### src/rtl/pb_pkg.sv
package pb_pkg;

   typedef enum logic [2:0] {
      ST_IDLE   = 3'd0,
      ST_SETTLE = 3'd1,
      ST_HELD   = 3'd2
   } pb_state_t;

   typedef enum logic [1:0] {
      CLAIM_NONE = 2'd0,
      CLAIM_SML  = 2'd1,
      CLAIM_MED  = 2'd2,
      CLAIM_FULL = 2'd3
   } pb_claim_t;

endpackage

### src/rtl/pb_share_map.sv
module pb_share_map
   import pb_pkg::*;
#(
   parameter int CLASS_W = 3
) (
   input  logic [CLASS_W-1:0] class_code,
   output pb_claim_t          share
);
   always_comb begin
      case (class_code)
         CLASS_W'(1): share = CLAIM_SML;
         CLASS_W'(2): share = CLAIM_MED;
         default:     share = CLAIM_FULL;
      endcase
   end
endmodule

### src/rtl/pb_settle_timer.sv
module pb_settle_timer #(
   parameter int SETTLE_W = 8
) (
   input  logic                clk,
   input  logic                rst_n,
   input  logic                load,
   input  logic [SETTLE_W-1:0] load_val,
   input  logic                run,
   output logic                done
);
   logic [SETTLE_W-1:0] cnt_q;

   always_ff @(posedge clk) begin
      if (!rst_n)
         cnt_q <= '0;
      else if (load)
         cnt_q <= load_val;
      else if (run && cnt_q != '0)
         cnt_q <= cnt_q - 1'b1;
   end

   assign done = (cnt_q == '0);


   cnt_down_chk: assert property (@(posedge clk) disable iff (!rst_n)
      (run && !load && cnt_q != '0) |=> (cnt_q == $past(cnt_q) - 1'b1));
endmodule

### src/rtl/pb_level_sync.sv
module pb_level_sync #(
   parameter int STAGES = 0
) (
   input  logic clk,
   input  logic rst_n,
   input  logic level_in,
   output logic level_out
);
   generate
      if (STAGES == 0) begin : g_direct
         assign level_out = level_in;
      end else begin : g_chain
         logic [STAGES-1:0] sh_q;
         always_ff @(posedge clk) begin
            if (!rst_n)
               sh_q <= '0;
            else
               sh_q <= {sh_q[STAGES-2+((STAGES==1)?1:0):0], level_in};
         end
         assign level_out = sh_q[STAGES-1];
      end
   endgenerate
endmodule

### src/rtl/pbudget_admit.sv
module pbudget_admit
   import pb_pkg::*;
#(
   parameter int CLASS_W     = 3,
   parameter int SETTLE_W    = 8,
   parameter int SYNC_STAGES = 0
) (
   input  logic                clk,
   input  logic                rst_n,
   input  logic                class_valid,
   input  logic [CLASS_W-1:0]  class_code,
   input  logic                level_over,
   input  logic                bypass,
   input  logic                port_off,
   input  logic [SETTLE_W-1:0] settle_ticks,
   output logic [1:0]          claim_code,
   output logic                grant,
   output logic                abort
);
   localparam int MIN_CLASS_W = 3;

   generate
      if (CLASS_W < MIN_CLASS_W) begin : g_bad_class
         $error("CLASS_W must hold class codes 0..4");
      end
      if (SETTLE_W < 1 || SETTLE_W > 24) begin : g_bad_settle
         $error("SETTLE_W out of range 1..24");
      end
      if (SYNC_STAGES < 0 || SYNC_STAGES > 3) begin : g_bad_sync
         $error("SYNC_STAGES out of range 0..3");
      end
   endgenerate

   pb_state_t state_q;
   pb_claim_t claim_q, share;
   logic      grant_q, abort_q;
   logic      lvl, over, tmr_done, tmr_load;

   pb_share_map #(.CLASS_W(CLASS_W)) u_map (
      .class_code (class_code),
      .share      (share)
   );

   pb_level_sync #(.STAGES(SYNC_STAGES)) u_sync (
      .clk       (clk),
      .rst_n     (rst_n),
      .level_in  (level_over),
      .level_out (lvl)
   );

   assign over     = lvl && !bypass;
   assign tmr_load = (state_q == ST_IDLE) && class_valid && !over;

   pb_settle_timer #(.SETTLE_W(SETTLE_W)) u_tmr (
      .clk      (clk),
      .rst_n    (rst_n),
      .load     (tmr_load),
      .load_val (settle_ticks),
      .run      (state_q == ST_SETTLE),
      .done     (tmr_done)
   );

   always_ff @(posedge clk) begin
      if (!rst_n) begin
         state_q <= ST_IDLE;
         claim_q <= CLAIM_NONE;
         grant_q <= 1'b0;
         abort_q <= 1'b0;
      end else begin
         grant_q <= 1'b0;
         abort_q <= 1'b0;
         case (state_q)
            ST_IDLE: begin
               if (class_valid) begin
                  if (over) begin
                     abort_q <= 1'b1;
                  end else begin
                     claim_q <= share;
                     state_q <= ST_SETTLE;
                  end
               end
            end
            ST_SETTLE: begin
               if (tmr_done) begin
                  if (over) begin
                     claim_q <= CLAIM_NONE;
                     abort_q <= 1'b1;
                     state_q <= ST_IDLE;
                  end else begin
                     grant_q <= 1'b1;
                     state_q <= ST_HELD;
                  end
               end
            end
            ST_HELD: begin
               if (port_off) begin
                  claim_q <= CLAIM_NONE;
                  state_q <= ST_IDLE;
               end
            end
            default: begin
               state_q <= ST_IDLE;
               claim_q <= CLAIM_NONE;
            end
         endcase
      end
   end

   assign claim_code = claim_q;
   assign grant      = grant_q;
   assign abort      = abort_q;


   pulse_excl_chk: assert property (@(posedge clk) disable iff (!rst_n)
      !(grant && abort));

   grant_claimed_chk: assert property (@(posedge clk) disable iff (!rst_n)
      grant |-> (claim_code != 2'd0));

   abort_released_chk: assert property (@(posedge clk) disable iff (!rst_n)
      abort |-> (claim_code == 2'd0));

   grant_single_chk: assert property (@(posedge clk) disable iff (!rst_n)
      grant |=> !grant);

   held_stable_chk: assert property (@(posedge clk) disable iff (!rst_n)
      (state_q == ST_HELD && !port_off) |=> $stable(claim_code));

   release_chk: assert property (@(posedge clk) disable iff (!rst_n)
      (state_q == ST_HELD && port_off) |=> (claim_code == 2'd0));

   precheck_abort_chk: assert property (@(posedge clk) disable iff (!rst_n)
      (state_q == ST_IDLE && class_valid && over) |=> (abort && claim_code == 2'd0));
endmodule

### config.mk
export PLATFORM = sky130hd
export DESIGN_NAME = pbudget_admit
export DESIGN_NICKNAME = d
export VERILOG_FILES = /design/src/rtl/pb_pkg.sv /design/src/rtl/pb_share_map.sv /design/src/rtl/pb_settle_timer.sv /design/src/rtl/pb_level_sync.sv /design/src/rtl/pbudget_admit.sv
export SDC_FILE = /design/constraint.sdc
export NUM_CORES = 1
export LEC_CHECK = 0
export ABC_AREA = 1
export BUFFER_PORTS_ARGS = -buffer_cell sky130_fd_sc_hd__buf_2
export CELL_PAD_IN_SITES_DETAIL_PLACEMENT = 1
export CELL_PAD_IN_SITES_GLOBAL_PLACEMENT = 1
export CORE_MARGIN = 5
export CORE_UTILIZATION = 38
export CTS_BUF_LIST = sky130_fd_sc_hd__clkbuf_4 sky130_fd_sc_hd__clkbuf_8 sky130_fd_sc_hd__clkbuf_16
export CTS_CLUSTER_SIZE = 14
export DETAILED_ROUTE_END_ITERATION = 12
export HOLD_SLACK_MARGIN = 0.06
export PLACE_DENSITY_LB_ADDON = 0.1
export REMOVE_ABC_BUFFERS = 1
export SYNTH_ARGS = -nofsm -noshare
export SYNTH_HDL_FRONTEND = slang
export SYNTH_SLANG_ARGS = --single-unit
### constraint.sdc
create_clock -name clk -period 3.3 [get_ports clk]
set_input_delay 0 -clock clk [delete_from_list [all_inputs] [get_ports clk]]
set_output_delay 0 -clock clk [all_outputs]
set_load 0.005 [all_outputs]
* Word level (Yosys, flattened, before mapping)
Cells that the tools add are included.
Storage, ports and cells: flip-flop bits (word level) 15, input port bits 17, output and inout port bits 4, word-level logic and storage cells 48
Operators by class: $add $sub $neg 1, equality and inequality tests 9, multiplexer cells 20, reduce and logical (&&, ||, !) cells 13
Operator list (count):
- 8-bit two-way mux | 2
- 2-bit two-way mux | 6
- 3-bit two-way mux | 4
- 2-bit inequality test, second input constant | 5
- 3-bit case mux with 3 select lines | 1
- 8-bit logical NOT | 1
- 8-bit nonzero test | 1
- 8-bit by 1-bit subtractor with 8-bit output, second input constant | 1
- 3-bit by 1-bit == test with 1-bit output, second input constant | 2
- 3-bit by 2-bit == test with 1-bit output, second input constant | 2
- 2-bit case mux with 3 select lines | 1
- 5-bit AND reduction | 1
- 1-bit logical AND | 4
- 1-bit two-way mux | 4
- 2-bit case mux with 2 select lines | 1
- 4-bit AND reduction | 1
- 3-bit logical NOT | 1
- 3-bit AND reduction | 1
- 1-bit logical NOT | 2
- 1-bit case mux with 2 select lines | 1
- 2-bit nonzero test | 1

* Logic depth before layout (Yosys ltp)
Gate-level depths: netlist of the first run.
depth in word-level cells 5, gate-level depth with buffers 9, mapped depth without buffers 8

* Cells and area by module
Synthesis of the first run repeated with hierarchy kept, for this count alone.
Second synthesis, totals: cells, all modules 154, area, all modules 928.4 um^2
By module, submodules not included:
- pb_settle_timer | instances 1, cells an instance 104, area each 600.6 um^2, sequential area each 160.2 um^2
- pbudget_admit | instances 1, cells an instance 44, area each 299.0 um^2, sequential area each 120.1 um^2
- pb_share_map | instances 1, cells an instance 5, area each 21.3 um^2, sequential area each 0.0 um^2
- pb_level_sync | instances 1, cells an instance 1, area each 7.5 um^2, sequential area each 0.0 um^2

* Worst setup path after synthesis of the first run
Ideal clock, no wire load.
kind register to register, from reg u_tmr.cnt_q[0], to reg u_tmr.cnt_q[4], setup time 0.116 ns, data arrival time 1.210 ns, data required time 3.184 ns, setup slack 1.974 ns, stages on the path, launching flop included 8, path buffers 0, period minus slack after synthesis 1.326 ns, cell sequence dfxtp_1 inv_1 ha_1 nand3_1 o21ai_4 nand2_4 o21ai_0 nor2_1
On the way: longest elaborated chain between the ends 3, elaborated cells on any way between the ends 6, those cells by class add/sub (1); mux (2); reduce/logical (3)
Ends and longest elaborated chain:
- start: declaration | RTL line pb_settle_timer.sv:11 | logic [SETTLE_W-1:0] cnt_q;
- start signal: assignment | RTL line pb_settle_timer.sv:17 | cnt_q <= load_val;
- start signal: assignment | RTL line pb_settle_timer.sv:19 | cnt_q <= cnt_q - 1'b1;
- 8-bit by 1-bit subtractor with 8-bit output / 8-bit nonzero test (equally long branches) | RTL line pb_settle_timer.sv:19, pb_settle_timer.sv:18
- 8-bit two-way mux / 1-bit logical AND (equally long branches) | RTL line pb_settle_timer.sv:18 | else if (run && cnt_q != '0)
- 8-bit two-way mux / 2-bit nonzero test (equally long branches)
Parallel ways exist; a longest one is shown, timed or not. The select of a mux whose other input is x is not followed. A chain may end at the register's enable or synchronous reset.

* Final worst setup path of the first run
from reg u_tmr.cnt_q[0], to reg claim_q[1], in the netlist claim_code[1]
On the way: longest elaborated chain between the ends 3
Ends and longest elaborated chain:
- 8-bit logical NOT | RTL line pb_settle_timer.sv:22 | assign done = (cnt_q == '0);
- 2-bit inequality test (no source line)
- 5-bit AND reduction (no source line)
- end signal: assignment | RTL line pbudget_admit.sv:78 | claim_q <= share;
- end: declaration | RTL line pbudget_admit.sv:35 | pb_claim_t claim_q, share;
No other way between the ends.

==> results.py, run 1 <==
metrics = {
    "worst_setup_path": {
        "endpoint_kind": "flip-flop",
        "cp.arrival_ns": 2.17,
        "critPathTopFamily": "buffers and inverters",
        "cp-start-kind": "flip-flop",
        "cp_slowest_stage_delay_ns": 0.55,
        "cp_max_fo": 7,
        "path_cells": "inv_1 -> ha_1 -> nand3_1 -> o21ai_4 -> nand3_1 -> nand3_1 -> o21ai_1 -> dlygate4sd3_1",
        "critical_path.slowest_cell": "dlygate4sd3_1",
        "crit_required_ns": 3.48,
        "crit_top_cell": "nand3_1",
        "crit_buf_inv": 2,
        "path_class": "reg -> reg",
    },
    "die": {
        "initial_core_util_pct": 38.75,
        "ios": 21,
        "dieWidth_um": 57.04,
        "die_h_um": 57.04,
        "die_area_um2": 3254,
        "core_um2": 2170,
        "num_rows": 17,
    },
    "sta": {
        "drv_slew": 0,
        "max_freq_mhz": 501.0,
        "finalSetupViolCount": 0,
        "skew_ns": 0.007579,
        "layout_setup_ws_ns": 1.304,
        "slew_headroom_pct": 80.26,
        "period_needed_ns": 1.996,
        "finalSetupTns_ns": 0,
        "hold_viol_final": 0,
        "rsz0062_at_grt": "false",
        "hold_ws_ns": 0.05649,
        "tightest_slew_ns": 0.2934,
        "fin_crit_sh_pct": 60.49,
    },
    "routing": {
        "vias": 941,
        "ant_nets": 0,
        "wl_per_cell_um": 12.71,
        "drtPass1Iterations": 4,
        "drc_errors": 0,
        "routed_via_density": 5.032,
        "wl_um": 2377,
        "drt_iter0_drc": 14,
    },
    "power_and_ir_drop": {
        "comb_power_share_pct": 50.0,
        "powerDensity_nw_per_um2": 739.3,
        "p_leak_nw": 0.5409,
        "vdd_drop_max_mv": 0.3405,
        "clockPowerShare_pct": 16.2,
        "internal_power_w": 0.0004368,
        "switching_share_pct": 45.47,
        "p_switching_w": 0.0003643,
        "power.total_w": 0.0008010,
        "power.share.sequential_pct": 33.8,
    },
    "logic_synthesis": {
        "async_reset_ff_share_pct": 0,
        "synthTopCellsByArea": "dfxtp_1, nand2_1, nor2_1",
        "synth_edf_count": 0,
        "synth_top_cell_by_area": "dfxtp_1",
        "syn_area_per_cell_um2": 6.518,
        "synth_top_area_share_pct": 33.33,
        "syn_inst": 129,
        "synthDistinctLibCells": 23,
        "synthFlopType": "dfxtp_1",
        "yosysSeqAreaShare_pct": 33.33,
        "ys_seq_elements": 14,
        "synth_area_um2": 840.8,
        "ys_warn_count": 0,
    },
    "global_routing": {
        "antenna_found_initial": 0,
        "grt_start_max_net_pins": 14,
        "grt_pass1_vias": 932,
        "grt-ovfl-total": 0,
        "grt_usage_pct": 16.27,
        "grt_pass1_wl_um": 4236,
    },
    "placed_design": {
        "place.gp.congestion": 0.8250,
        "post-place-ws_ns": 1.816,
        "dp_cells": 175,
        "port_buffers": 20,
        "dp_hpwl_um": 1829,
    },
    "clocking": {
        "clock_latency_ns": 0.29,
        "cts.sinks": 14,
        "path_clk_slew_ns": 0.10,
        "clk_path_buf_depth": 2,
        "cts_tree": "built",
        "htreeDepth": 1,
        "cts_buffers": 3,
        "cts_root_buf": "clkbuf_4",
    },
    "cells_and_area": {
        "antenna_cells": 0,
        "drive_above_1_share_pct": 20.75,
        "area_growth_pct": 28.87,
        "nNetsFinal": 179,
        "final_cells": 187,
    },
    "hold_path": {
        "min_path_type": "in -> reg",
    },
    "status": {
        "outcome": "complete, no violations",
    },
    "job": {
        "drv_cap": 0,
    },
}
-- state kept, by name, summed over array words and instances, names as in the netlist --
name         count
abort            1
claim_code       2
grant            1
state_q          2
u_tmr.cnt_q      8
-- final timing paths --
kind	start	to	slack, ns	depth (start not counted)
min reg2reg	claim_code[0]$_SDFFE_PN0P_	claim_code[0]$_SDFFE_PN0P_	0.50	2
min	settle_ticks[0]	u_tmr.cnt_q[0]$_SDFFE_PN0P_	0.06	5
max	u_tmr.cnt_q[0]$_SDFFE_PN0P_	claim_code[1]$_SDFFE_PN0P_	1.30	8
max reg2reg	u_tmr.cnt_q[0]$_SDFFE_PN0P_	claim_code[1]$_SDFFE_PN0P_	1.30	8
-- layer usage --
layer  vias up  wire length [um]  global-route usage, %
met5         -                 0                      0
met4         0                35                  4.967
met3         4                82                  2.715
met2        13              1137                  26.92
li1        482                 -                      -
met1       442              1122                  21.61
-- power groups by stage --
stage / logic (W) / registers [W] / clock network [W]
floorplan: 0.000294 / 0.000262 / 0
global placement: 0.000378 / 0.000272 / 0
detailed placement: 0.000389 / 0.000274 / 0
CTS: 0.000404 / 0.000270 / 0.000131
global route: 0.000465 / 0.000281 / 0.000143
finish: 0.000400 / 0.000271 / 0.000130
-- tightest hold or removal path, delay by kind of cell --
| family | cells | cell delay, ns |
|---|---|---|
| simple gates | 3 | 0.17 |
| buf+inv | 1 | 0.08 |
| compound gates | 1 | 0.06 |
-- timing repair --
action	CTS	global route
hold buffers	8	0
endpoints found under the hold margin	9	0
setup buffers	0	0
resized for setup	0	0
-- synthesized netlist by cell type (2+ instances only) --
library cell / count
o21ai_1: 5
o21ai_0: 10
dfxtp_1: 14
inv_1: 18
nand2_1: 21
ha_1: 2
or2_2: 2
nor3_1: 4
nor2_1: 19
a21oi_1: 8
nand3_1: 13
nand4_1: 2
-- final cells by class --
type	instances	area (um2)
fillers	314	1086
multi-input cells	93	471.7
flip-flops and latches	14	280.3
repair buffers	28	180.2
inverters	20	80.08
clock buffers	4	36.28
well taps	28	35.03
-- cell usage in the layout (no fill, tap or decap) --
| master | netlist | layout |
|---|---|---|
| o21ai_4 | 1 | 1 |
| buf_2 | 1 | 20 |
| o21ai_0 | 10 | 10 |
| nand4_1 | 2 | 2 |
| clkinv_4 | 1 | 1 |
| a21oi_1 | 8 | 8 |
| nor4_1 | 1 | 1 |
| o211a_1 | 1 | 1 |
| nand2_4 | 1 | 1 |
| nand2_2 | 1 | 1 |
| dlygate4sd3_1 | 0 | 8 |
| nor2_1 | 19 | 19 |
| nand3_2 | 1 | 1 |
| dfxtp_1 | 14 | 14 |
| nor3_1 | 4 | 4 |
| or2_2 | 2 | 2 |
| inv_2 | 1 | 1 |
| nor2_4 | 1 | 1 |
| clkbuf_4 | 0 | 3 |
| inv_1 | 18 | 18 |
| ha_1 | 2 | 2 |
| nand3_1 | 13 | 13 |
| clkbuf_8 | 0 | 1 |
| o21ai_1 | 5 | 5 |
| nand2_1 | 21 | 21 |
-- metrics by stage --
stage	util [%]	cell area, um2
6_report	49.94	1084
5_1_grt	49.94	1084
4_1_cts	49.94	1084
3_5_place_dp	44.58	967.2
3_3_place_gp	44.58	967.2
2_1_floorplan	-	832.0
-- cell families after synthesis --
family          Yosys count  synth area share [%]
simple gates             66                 36.31
compound gates           25                 16.82
buf+inv                  22                 10.56
flops                    14                 33.33
fa+ha+maj                 2                 2.976
(Power assumes the default switching activity.)
==> run 2, diff against run 1 <==
CORE_UTILIZATION = 35   (was 38)
clock period = 2 ns   (was 3.3 ns; I/O delays follow)
==> results.py, run 2 (synthesis gave the netlist of run 1 again) <==
metrics = {
    "worst_setup_path": {
        "cp.arrival_ns": 1.74,
        "ff2ff_path_depth": 8,
        "path_cells": "inv_1 -> ha_1 -> nand3_1 -> o21ai_4 -> nand2_4 -> clkinv_4 -> nand2_1 -> a21oi_1",
        "path_class": "reg -> reg",
        "cp_max_fo": 9,
        "cp-start-kind": "flip-flop",
        "worstSetupStartpoint": "u_tmr.cnt_q[0]$_SDFFE_PN0P_",
        "cp_slowest_stage_delay_ns": 0.34,
        "r2r_start": "u_tmr.cnt_q[0]$_SDFFE_PN0P_",
        "endpoint_kind": "flip-flop",
        "critical_path.slowest_cell": "dfxtp_1",
        "crit_required_ns": 2.22,
    },
    "hold_path": {
        "worstHoldStart": "settle_ticks[6]",
        "holdPathStages": 5,
        "min_path_type": "in -> reg",
    },
    "sta": {
        "tightest_slew_ns": 0.3170,
        "finalSetupTns_ns": 0,
        "fin_crit_sh_pct": 76.11,
        "max_freq_mhz": 657.0,
        "drv_slew": 0,
        "slew_headroom_pct": 78.84,
        "finalSetupViolCount": 0,
        "period_needed_ns": 1.522,
        "rsz0062_at_grt": "false",
        "skew_ns": 0.005415,
        "hold_viol_final": 0,
    },
    "routing": {
        "vias": 909,
        "drt_iter0_drc": 11,
        "drtPass1Iterations": 4,
        "routed_via_density": 4.835,
        "wl_um": 2371,
        "drc_errors": 0,
        "wl_per_cell_um": 12.61,
        "ant_nets": 0,
    },
    "cells_and_area": {
        "seq_area_um2": 280.3,
        "most-common-layout-cells": "nand2_1, buf_2, nor2_1",
        "final.fill_count": 311,
        "finish.utilization_pct": 48.50,
        "antenna_cells": 0,
        "drive_above_1_share_pct": 20.63,
        "largest_register_ffs": 8,
        "multi_input_area_um2": 471.7,
        "area_growth_pct": 30.06,
        "nNetsFinal": 180,
        "regMostFlops": "u_tmr.cnt_q",
        "final_common_cell": "nand2_1",
        "final_cells": 188,
    },
    "global_routing": {
        "grt_pass1_wl_um": 4146,
        "grt_pass1_vias": 953,
        "grt_start_max_net_pins": 14,
        "grt_usage_pct": 15.56,
        "grt-ovfl-total": 0,
        "antenna_found_initial": 0,
    },
    "status": {
        "outcome": "complete, no violations",
    },
    "die": {
        "dieWidth_um": 59.02,
        "die_h_um": 59.02,
        "die_area_um2": 3483,
        "core_um2": 2255,
        "ios": 21,
        "num_rows": 17,
        "initial_core_util_pct": 37.29,
    },
    "placed_design": {
        "dp_cells": 175,
        "place.gp.congestion": 0.8227,
        "dp_hpwl_um": 1805,
        "port_buffers": 20,
    },
    "clocking": {
        "cts_tree": "built",
        "htreeDepth": 1,
        "cts_root_buf": "clkbuf_4",
        "path_clk_slew_ns": 0.10,
        "post_cts_resized": 0,
        "cts_buffers": 3,
        "clock_latency_ns": 0.28,
        "post_cts_buffers": 0,
        "cts.sinks": 14,
        "clk_path_buf_depth": 2,
    },
    "power_and_ir_drop": {
        "p_leak_nw": 0.5452,
        "vdd_drop_max_mv": 0.5486,
        "powerDensity_nw_per_um2": 1198,
    },
    "job": {
        "drv_cap": 0,
    },
}
[run 2: cell types whose count changed in the layout (fill, tap and decap cells not counted), sizes merged]
cell         before  now
dlygate4sd3       8    9
[run 2: worst paths after layout]
path | endpoint | slack (ns)
setup / recovery | u_tmr.cnt_q[7]$_SDFFE_PN0P_ | 0.48
hold / removal | u_tmr.cnt_q[6]$_SDFFE_PN0P_ | 0.07
setup reg to reg | u_tmr.cnt_q[7]$_SDFFE_PN0P_ | 0.48
hold reg to reg | claim_code[1]$_SDFFE_PN0P_ | 0.48
[run 2: routing by layer]
metal / global-route usage, % / part of all wire (%) / vias up
met3: 2.179 / 3.8 / 4
li1: - / - / 482
met2: 25.71 / 46 / 13
met4: 6.796 / 1.7 / 0
met1: 20.03 / 49 / 410
met5: 0 / 0 / -
[run 2: power breakdown]
group          switching (W)  total [W]  internal (W)
registers          0.0000871   0.000446      0.000359
clock network       0.000100   0.000211      0.000111
logic               0.000408   0.000652      0.000244
[run 2: worst max-delay path: cells and delay by family, from the launching register on]
family                     cells  cell delay [ns]
DFF                            1             0.34
AOI/OAI and AO/OA              2             0.41
buffers and inverters          2             0.20
adders and majority gates      1             0.15
and+or+nand+nor                3             0.34
[run 2: through the flow]
stage	hold slack (ns)	instance area, um2	total power (W)	worst slack, ns
finish	0.07273	1094	0.001310	0.4779
floorplan	0.1227	832.0	0.0009174	0.6741
global route	0.08393	1094	0.001452	0.3182
detailed placement	0.2872	967.2	0.001097	0.5130
CTS	0.06638	1094	0.001324	0.4762
global placement	0.2643	967.2	0.001077	0.5384
[run 2: area by class of cell]
cell class / instances / share of cell area, %
Tap cell: 28 / 3.204
Multi-Input combinational cell: 93 / 43.13
Clock buffer: 4 / 3.318
Sequential cell: 14 / 25.63
Timing Repair Buffer: 29 / 17.39
Inverter: 20 / 7.323
[run 2: what timing repair did]
item / CTS / global route
hold buffers: 9 / 0
endpoints found under the setup margin: 0 / 0
hold endpoints to repair: 9 / 0
==> run 3, diff against run 2 <==
ABC_AREA = 0   (was 1)
CORE_UTILIZATION = 36   (was 35)
clock period = 1.5 ns   (was 2 ns; I/O delays follow)
==> results.py, run 3 <==
metrics = {
    "cells_and_area": {
        "area_growth_pct": 60.32,
        "drive_above_1_share_pct": 45.86,
        "nNetsFinal": 153,
        "regMostFlops": "u_tmr.cnt_q",
        "finish.utilization_pct": 61.63,
        "final_common_cell": "buf_2",
        "largest_register_ffs": 8,
        "most-common-layout-cells": "buf_2, dfxtp_1, buf_4",
        "final_area_um2": 1234,
        "antenna_cells": 0,
    },
    "logic_synthesis": {
        "ys_warn_count": 0,
        "ys_top_cells_by_count": "dfxtp_1, nor2_1, inv_1, o21ai_0",
        "synthTopCellsByArea": "dfxtp_1, o21ai_0, nor2_1",
        "ys_seq_elements": 14,
        "synth_area_um2": 769.5,
        "synth_top_area_share_pct": 36.42,
        "synth_top_cell_by_area": "dfxtp_1",
        "yosysMostFrequentCell": "dfxtp_1",
        "yosysSeqAreaShare_pct": 36.42,
        "async_reset_ff_share_pct": 0,
        "syn_inst": 87,
        "synth_edf_count": 0,
        "synthDistinctLibCells": 37,
        "syn_area_per_cell_um2": 8.845,
        "synthFlopType": "dfxtp_1",
    },
    "sta": {
        "fin_crit_sh_pct": 116.1,
        "period_needed_ns": 1.742,
        "rsz0062_at_grt": "true",
        "layout_setup_ws_ns": -0.2420,
        "slew_headroom_pct": 69.35,
        "hold_viol_final": 0,
        "max_freq_mhz": 574.0,
        "tightest_slew_ns": 0.4588,
        "hold_ws_ns": 0.07849,
        "finalSetupTns_ns": -0.5984,
        "drv_slew": 0,
        "finalSetupViolCount": 5,
        "skew_ns": 0.007965,
    },
    "hold_path": {
        "min_path_type": "in -> reg",
    },
    "die": {
        "die_h_um": 56.23,
        "die_area_um2": 3162,
        "core_um2": 2002,
        "initial_core_util_pct": 38.44,
        "num_rows": 16,
        "dieWidth_um": 56.23,
        "ios": 21,
    },
    "job": {
        "drv_cap": 0,
    },
    "clocking": {
        "path_clk_slew_ns": 0.09,
        "cts.sinks": 14,
        "cts_tree": "built",
        "cts_root_buf": "clkbuf_4",
        "clock_latency_ns": 0.28,
        "cts_buffers": 3,
        "htreeDepth": 1,
        "clk_path_buf_depth": 2,
    },
    "worst_setup_path": {
        "endpoint_kind": "flip-flop",
        "cp.arrival_ns": 1.95,
        "cp-start-kind": "flip-flop",
        "path_class": "reg -> reg",
        "crit_required_ns": 1.71,
        "cp_max_fo": 3,
    },
    "power_and_ir_drop": {
        "vdd_drop_max_mv": 0.5404,
        "switching_share_pct": 33.07,
        "p_switching_w": 0.0004361,
        "p_leak_nw": 0.4965,
        "internal_power_w": 0.0008825,
        "comb_power_share_pct": 42.9,
        "powerDensity_nw_per_um2": 1069,
        "clockPowerShare_pct": 20.7,
        "power.share.sequential_pct": 36.5,
    },
    "routing": {
        "drc_errors": 0,
        "vias": 847,
        "ant_nets": 0,
        "wl_um": 2576,
        "drt_iter0_drc": 15,
        "wl_per_cell_um": 16.10,
        "drtPass1Iterations": 4,
        "routed_via_density": 5.294,
    },
    "global_routing": {
        "grt_pass1_vias": 891,
        "grt_start_max_net_pins": 15,
        "grt_pass1_wl_um": 4050,
        "grt-ovfl-total": 0,
        "grt_usage_pct": 16.09,
        "antenna_found_initial": 0,
    },
    "placed_design": {
        "placed_area_um2": 999.7,
        "post-place-ws_ns": -0.2663,
        "port_buffers": 20,
        "place.gp.congestion": 0.8114,
        "dp_hpwl_um": 1768,
    },
    "status": {
        "outcome": "finished, violations left",
        "violations": "negative setup slack",
    },
}
-- run 3: cell types whose count changed after synthesis, sizes merged, moves of 3 or more --
cell / previous run / this run
a21oi: 8 / 2
nor2: 20 / 7
nand3: 14 / 3
o21ai: 16 / 6
nand2: 23 / 4
nand2b: 0 / 3
a31oi: 0 / 4
or4: 0 / 3
inv: 19 / 6
or3: 0 / 4
-- run 3: cell families after synthesis --
logic type               synth area share (%)
XOR/XNOR                                1.138
flip-flops                              36.42
adder cells (fa/ha/maj)                 3.252
AO/OA/AOI/OAI                           24.72
buffers and inverters                   4.064
multiplexers                            1.463
AND/OR/NAND/NOR                         28.94
-- run 3: power groups by stage --
stage | combinational [W] | clock, W | sequential (W)
6_report | 0.000565 | 0.000272 | 0.000481
5_1_grt | 0.000618 | 0.000297 | 0.000490
4_1_cts | 0.000477 | 0.000280 | 0.000473
3_5_place_dp | 0.000430 | 0 | 0.000478
3_3_place_gp | 0.000417 | 0 | 0.000475
2_1_floorplan | 0.000244 | 0 | 0.000473
-- run 3: layout make-up --
type / count / area (um2)
clock buffer: 4 / 36.28
fill: 231 / 768.2
inverter: 6 / 22.52
multi-input combinational: 65 / 540.5
sequential: 14 / 282.8
tap: 27 / 33.78
timing repair buffer: 44 / 317.8
-- run 3: path summary, 6_finish.rpt --
kind,from,to,slack [ns],depth (start not counted)
worst max-delay path,u_tmr.cnt_q[0]$_SDFFE_PN0P_,u_tmr.cnt_q[5]$_SDFFE_PN0P_,-0.24,5
worst min-delay path,port_off,state_q[1]$_SDFFE_PN0P_,0.08,3
worst max register to register,u_tmr.cnt_q[0]$_SDFFE_PN0P_,u_tmr.cnt_q[5]$_SDFFE_PN0P_,-0.24,5
worst min register to register,claim_code[0]$_SDFFE_PN0P_,claim_code[0]$_SDFFE_PN0P_,0.47,1
-- run 3: layer usage --
metal / vias to the layer above / wire (um) / track usage [%]
li1: 424 / - / -
met1: 406 / 1085 / 18.73
met2: 17 / 1394 / 28.55
met3: 0 / 95 / 5.104
met4: 0 / 0 / 3.390
met5: - / 0 / 0
-- run 3: worst max-delay path: stages (launching register included) --
cell,delay [ns]
dfxtp_2,0.34
buf_6,0.13
or3_4,0.36
a211o_1,0.29
or3_1,0.36
a31oi_1,0.19
-- run 3: what timing repair did --
action / in CTS / in global routing
pin swaps: 5 / 6
hold endpoints to repair: 9 / 0
resized for setup: 5 / 16
hold buffers: 9 / 0
buffers inserted: 1 / 0
setup endpoints to repair: 8 / 12
-- run 3: metrics by stage --
step	total power, W	cells
6_report	0.001319	160
5_1_grt	0.001405	160
4_1_cts	0.001230	160
3_5_place_dp	0.0009088	146
3_3_place_gp	0.0008923	146
2_1_floorplan	0.0007167	85
